[src/rtl/gpio_evt_pkg.sv]
package gpio_evt_pkg;
   localparam int ADDR_W = 3;
   typedef enum logic [ADDR_W-1:0] {
      SEL_LEVEL = 3'd0,
      SEL_POL   = 3'd1,
      SEL_MODE  = 3'd2,
      SEL_DIR   = 3'd3,
      SEL_STS   = 3'd4,
      SEL_EN    = 3'd5
   } reg_sel_e;
endpackage

[src/rtl/gpio_evt_sync.sv]
module gpio_evt_sync #(
   parameter int WIDTH  = 32,
   parameter int STAGES = 2
) (
   input  logic             clk,
   input  logic             rst_n,
   input  logic [WIDTH-1:0] d_i,
   output logic [WIDTH-1:0] q_o
);
   generate
      if (STAGES < 2) begin : g_bad
         $error("gpio_evt_sync: STAGES must be at least 2");
      end
   endgenerate

   logic [STAGES-1:0][WIDTH-1:0] chain_q;

   always_ff @(posedge clk or negedge rst_n) begin
      if (!rst_n) begin
         chain_q <= '0;
      end else begin
         chain_q[0] <= d_i;
         for (int s = 1; s < STAGES; s++) chain_q[s] <= chain_q[s-1];
      end
   end

   assign q_o = chain_q[STAGES-1];
endmodule

[src/rtl/gpio_evt_qual.sv]
module gpio_evt_qual #(
   parameter int WIDTH = 32,
   parameter int QUAL  = 2
) (
   input  logic             clk,
   input  logic             rst_n,
   input  logic [WIDTH-1:0] lvl_i,
   input  logic [WIDTH-1:0] pol_i,
   input  logic [WIDTH-1:0] elig_i,
   input  logic [WIDTH-1:0] clr_i,
   output logic [WIDTH-1:0] sts_o
);
   generate
      if (QUAL < 1) begin : g_bad
         $error("gpio_evt_qual: QUAL must be at least 1");
      end
   endgenerate

   logic [WIDTH-1:0] act;
   logic [WIDTH-1:0] qualified;
   logic [WIDTH-1:0] sts_q;

   assign act = lvl_i ^ pol_i;

   generate
      if (QUAL == 1) begin : g_direct
         assign qualified = act;
      end else begin : g_hist
         logic [QUAL-2:0][WIDTH-1:0] hist_q;
         always_ff @(posedge clk or negedge rst_n) begin
            if (!rst_n) begin
               hist_q <= '0;
            end else begin
               hist_q[0] <= act;
               for (int h = 1; h < QUAL-1; h++) hist_q[h] <= hist_q[h-1];
            end
         end
         always_comb begin
            qualified = act;
            for (int h = 0; h < QUAL-1; h++) qualified = qualified & hist_q[h];
         end
      end
   endgenerate

   always_ff @(posedge clk or negedge rst_n) begin
      if (!rst_n) sts_q <= '0;
      else        sts_q <= (sts_q & ~clr_i) | (qualified & elig_i);
   end

   assign sts_o = sts_q;

   // a set bit that was not cleared stays set
   a_r9_sticky: assert property (@(posedge clk) disable iff (!rst_n)
      1'b1 |=> ((sts_q & $past(sts_q & ~clr_i)) == $past(sts_q & ~clr_i)));

   // new status bits appear only on eligible pins
   a_r5_gate_eligible: assert property (@(posedge clk) disable iff (!rst_n)
      1'b1 |=> ((sts_q & ~$past(sts_q) & ~$past(elig_i)) == '0));

   // a new status bit needs the active level on two consecutive samples
   generate
      if (QUAL == 2) begin : g_chk2
         a_r3_two_samples: assert property (@(posedge clk) disable iff (!rst_n)
            1'b1 |=> ((sts_q & ~$past(sts_q) & ~$past(act)) == '0));
      end
   endgenerate
endmodule

[src/rtl/gpio_evt_regs.sv]
module gpio_evt_regs
   import gpio_evt_pkg::*;
#(
   parameter int               WIDTH = 32,
   parameter logic [WIDTH-1:0] IMPL  = '1
) (
   input  logic              clk,
   input  logic              rst_n,
   input  logic              soft_rst_i,
   input  logic [ADDR_W-1:0] addr_i,
   input  logic              wr_i,
   input  logic [WIDTH-1:0]  wdata_i,
   input  logic [WIDTH-1:0]  lvl_i,
   input  logic [WIDTH-1:0]  sts_i,
   output logic [WIDTH-1:0]  pol_o,
   output logic [WIDTH-1:0]  mode_o,
   output logic [WIDTH-1:0]  dir_o,
   output logic [WIDTH-1:0]  en_o,
   output logic [WIDTH-1:0]  clr_o,
   output logic [WIDTH-1:0]  rdata_o
);
   logic [WIDTH-1:0] pol_q, mode_q, dir_q, en_q, wmask;

   assign wmask = wdata_i & IMPL;

   always_ff @(posedge clk or negedge rst_n) begin
      if (!rst_n) begin
         pol_q  <= '0;
         mode_q <= IMPL;
         dir_q  <= '0;
         en_q   <= '0;
      end else begin
         if (soft_rst_i)                         pol_q  <= '0;
         else if (wr_i && addr_i == SEL_POL)     pol_q  <= wmask;
         if (wr_i && addr_i == SEL_MODE)         mode_q <= wmask;
         if (wr_i && addr_i == SEL_DIR)          dir_q  <= wmask;
         if (wr_i && addr_i == SEL_EN)           en_q   <= wmask;
      end
   end

   assign clr_o = (wr_i && addr_i == SEL_STS) ? wmask : '0;

   always_comb begin
      unique case (addr_i)
         SEL_LEVEL: rdata_o = lvl_i & IMPL;
         SEL_POL:   rdata_o = pol_q;
         SEL_MODE:  rdata_o = mode_q;
         SEL_DIR:   rdata_o = dir_q;
         SEL_STS:   rdata_o = sts_i;
         SEL_EN:    rdata_o = en_q;
         default:   rdata_o = '0;
      endcase
   end

   assign pol_o  = pol_q;
   assign mode_o = mode_q;
   assign dir_o  = dir_q;
   assign en_o   = en_q;

   // soft reset empties the polarity register on the next edge
   a_r8_soft_clear: assert property (@(posedge clk) disable iff (!rst_n)
      soft_rst_i |=> (pol_q == '0));

   // soft reset does not disturb the mode register
   a_r8_mode_kept: assert property (@(posedge clk) disable iff (!rst_n)
      (soft_rst_i && !wr_i) |=> $stable(mode_q));
endmodule

[src/rtl/gpio_evt_det.sv]
module gpio_evt_det
   import gpio_evt_pkg::*;
#(
   parameter int               WIDTH       = 32,
   parameter logic [WIDTH-1:0] IMPL_MASK   = 32'h0003_00FF,
   parameter int               SYNC_STAGES = 2,
   parameter int               QUAL_CYCLES = 2
) (
   input  logic              clk,
   input  logic              rst_n,
   input  logic              soft_rst_i,
   input  logic [WIDTH-1:0]  pins_i,
   input  logic [ADDR_W-1:0] addr_i,
   input  logic              wr_i,
   input  logic [WIDTH-1:0]  wdata_i,
   output logic [WIDTH-1:0]  rdata_o,
   output logic              evt_o
);
   generate
      if (WIDTH < 1 || WIDTH > 32) begin : g_bad
         $error("gpio_evt_det: WIDTH must be 1..32");
      end
   endgenerate

   logic [WIDTH-1:0] lvl, pol, mode, dir, en, clr, sts, elig;

   gpio_evt_sync #(.WIDTH(WIDTH), .STAGES(SYNC_STAGES)) u_sync (
      .clk(clk), .rst_n(rst_n), .d_i(pins_i), .q_o(lvl));

   gpio_evt_regs #(.WIDTH(WIDTH), .IMPL(IMPL_MASK)) u_regs (
      .clk(clk), .rst_n(rst_n), .soft_rst_i(soft_rst_i),
      .addr_i(addr_i), .wr_i(wr_i), .wdata_i(wdata_i),
      .lvl_i(lvl), .sts_i(sts),
      .pol_o(pol), .mode_o(mode), .dir_o(dir), .en_o(en),
      .clr_o(clr), .rdata_o(rdata_o));

   assign elig = mode & ~dir & IMPL_MASK;

   gpio_evt_qual #(.WIDTH(WIDTH), .QUAL(QUAL_CYCLES)) u_qual (
      .clk(clk), .rst_n(rst_n), .lvl_i(lvl), .pol_i(pol),
      .elig_i(elig), .clr_i(clr), .sts_o(sts));

   assign evt_o = |(sts & en);

   // unimplemented positions never hold status
   a_r6_unimpl_sts: assert property (@(posedge clk) disable iff (!rst_n)
      ((sts & ~IMPL_MASK) == '0));

   // output pins never gain status
   a_r4_output_quiet: assert property (@(posedge clk) disable iff (!rst_n)
      1'b1 |=> ((sts & ~$past(sts) & $past(dir)) == '0));
endmodule

[config.mk]
export PLATFORM = sky130hd
export DESIGN_NAME = gpio_evt_det
export DESIGN_NICKNAME = d
export VERILOG_FILES = /design/src/rtl/gpio_evt_pkg.sv /design/src/rtl/gpio_evt_sync.sv /design/src/rtl/gpio_evt_qual.sv /design/src/rtl/gpio_evt_regs.sv /design/src/rtl/gpio_evt_det.sv
export SDC_FILE = /design/constraint.sdc
export NUM_CORES = 1
export LEC_CHECK = 0
export CAP_MARGIN = 10
export CORE_ASPECT_RATIO = 0.9
export CORE_MARGIN = 1.5
export CORE_UTILIZATION = 62
export DETAILED_ROUTE_END_ITERATION = 16
export DONT_BUFFER_PORTS = 1
export GPL_TIMING_DRIVEN = 0
export PLACE_DENSITY = 0.88
export RECOVER_POWER = 50
export SYNTH_ARGS = -nofsm -noshare
export SYNTH_HDL_FRONTEND = slang
export SYNTH_SLANG_ARGS = --single-unit
export TNS_END_PERCENT = 50
[constraint.sdc]
create_clock -name clk -period 1.81 [get_ports clk]
set_clock_uncertainty 0.1 [all_clocks]
set_input_delay 0.362 -clock clk [delete_from_list [all_inputs] [get_ports clk]]
set_output_delay 0.362 -clock clk [all_outputs]
set_load 0.05 [all_outputs]
==> run metrics <==
area grow syn2layout 23.1%; Layout fillers approximately 280; Overflow after GRT 0; busiest layer in global routing met2; Hold WS -0.410 ns; crit path from u_qual.sts_o[6]; Die W ~80 µm; Yosys cell types 29; grt met2 use 42.9%; sequential area share after synthesis 57.3%; wire length per cell between 20 and 25 µm; Final Power just under 0.005 W; reg2reg start u_regs.pol_o[6]; synth top area cells dfrtp_1 50%, mux2_2 16%, dfstp_2 7.5%; Worst R2R Path Depth 3; clk root buf clkbuf_8; r2r setup slk approximately 0.6 ns; CP endpoint evt_o; Final HPWL DP around 4.6 mm; clk buf depth 2; first-pass GRT wire length between 10 and 15 mm; top post-synthesis cells by count 70 x dfrtp_1, 50 x mux2_2, 25 x buf_4; Syn Inst Count around 260; Total Wirelength 8.03 mm; Initial Utilization between 60% and 70%; Layout Nets about 390; GPL Wtd Cong 0.794; violated checks negative hold slack, negative setup slack; antenna viol nets, final 0; Die Ht 74.5 µm; Ys Warns 0; worst setup margin -0.447 ns; Hold WC Path Type primary input to async pin; max cap viols 0; Post-synth EDFFs 0; PwrDens about 1100 mW/mm²; H-tree levels 3; GR Layer Usage met3 10.8%; largest area contributor in the netlist dfrtp_1; DP Cell Count ~350; Most used DFF post-synth dfrtp_1; area fraction of the dominant cell type after synthesis between 40% and 50%; final setup TNS -1.88 ns; leakage 1.91 nW; setup violators final 11; CTS Hold Bufs 10; total track usage 28.4%; WP data required about 1.4 ns; Port Buffers 0; CP Capture Type output port; footprint of the multi-input gates 0.00159 mm²; CP Launch Type register; total CTS buffers 9; clk_lat worst skew about 0.36 ns; post-route insts no fill slightly below 400; crit path time final between 2 and 2.5 ns; result of the run finished, violations left; RSZ-0062 raised after global routing true; CP Max Fanout 2; DRC viols 0; vias in the first global route ~2300; ys async rst share 100%; # IOs 104; die area about 0.0061 mm²; Max Fclk between 400 and 500 MHz; DR iter-0 viols around 150; syn avg cell area between 10 and 15 µm²; Via density between 6 and 7; Mapped Area about 0.0035 mm²; max_slew headroom a little under half; worst-margin pin slew 0.801 ns; Clock Sink Count 80; initial antenna violation count 0; final hold viol count 80; via count 2396; area post-placement approximately 0.0038 mm²; fin area 0.00433 mm²; CTS tree done; GRT met1 Usage 36.5%; Sequential Area slightly above 0.002 mm²; peak supply drop 0.000934 V; core area around 0.0053 mm²; setup slack at placement -0.284 ns; largest net degree at the start of global routing 81; Max Slew Vio Count 0; fin crit share 125%; TritonRoute pass-1 iters 4; CP Class register to output port; Worst-path clk slew ~0.08 ns; antenna cell count 0; reg2reg end u_qual.sts_o[6]; count leader, synth dfrtp_1; row count 25; CP arrival approximately 1.8 ns; Yosys reg bits 80; layout cells sized above 1 about 45%
[flip-flops by register name, indices dropped and copies added (netlist names)]
register and cells:
u_qual.sts_o 10, u_regs.pol_o 10, u_qual.g_hist.hist_q 10, u_regs.dir_o 10, u_regs.en_o 10, u_regs.mode_o 10
u_sync.chain_q 10, u_sync.q_o 10
[repair_timing]
item / in CTS / in global routing
setup endpoints to repair: 11 / 11
buffers inserted: 8 / 3
gates resized for setup: 24 / 5
endpoints found under the hold margin: 90 / 80
pin swaps: 5 / 2
[worst max-delay path, cell delays in order, from the launching register on]
cell and delay (ns):
dfrtp_1 0.40, a22o_1 0.27, a221oi_2 0.20, nand4_1 0.56
[cell families after synthesis]
kind of cell / count (synthesis) / synth area share [%]
xor gates and xnor gates: 10 / 2.49
AOI/OAI and AO/OA: 48 / 10.7
DFF: 80 / 57.3
and+or+nand+nor: 35 / 5.51
buffers and inverters: 34 / 6.47
other: 1 / 0.107
muxes: 55 / 17.4
[per-layer routing]
layer	wire length, µm	vias up	part of all wire (%)
met5	0	-	0
met4	113	0	1.4
met3	714	12	8.9
met2	3980	129	50
met1	3220	1233	40
li1	-	1022	-
[per-stage QoR]
step           hold slack, ns  util, %
5_1_grt                -0.442     81.0
4_1_cts                -0.432     80.0
2_1_floorplan         -0.0336        -
6_report               -0.410     81.0
3_5_place_dp          -0.0326     70.5
3_3_place_gp          -0.0324     70.5
[worst min path at each step]
stage	start	endpoint	depth (start not counted)
6_report	rst_n	u_regs.pol_o[7]	0
5_1_grt	rst_n	u_regs.dir_o[17]	0
4_1_cts	rst_n	u_qual.sts_o[16]	0
3_5_place_dp	rst_n	u_regs.pol_o[7]	0
3_3_place_gp	rst_n	u_sync.q_o[7]	0
2_1_floorplan	rst_n	u_qual.g_hist.hist_q[0]	0
[cells in the final DEF, fill, tap and decap left out, types with 8 or more instances in the layout]
cell and instances:
dlygate4sd3_1 10, nand3_1 10, dfstp_2 10, mux2_4 8, conb_1 22, nand2_1 16
o2bb2ai_1 10, buf_4 39, xor2_1 10, clkbuf_8 10, mux2_2 42, a22o_1 11
dfrtp_1 70
[power breakdown]
part	internal [W]	switching [W]	total, W
Combinational	0.000486	0.000581	0.00107
Clock	0.000818	0.000671	0.00149
Sequential	0.00209	0.000230	0.00232
Total	0.00340	0.00148	0.00488
[cell type report]
class                           instances  share of cell area (%)
Clock inverter                          6                    2.14
Tap cell                               67                    1.94
Buffer                                 32                    5.29
Timing Repair Buffer                   21                    4.22
Inverter                                1                  0.0867
Clock buffer                           10                    3.18
Sequential cell                        80                    46.5
Multi-Input combinational cell        170                    36.6
Power figures use the tool's default switching activity.
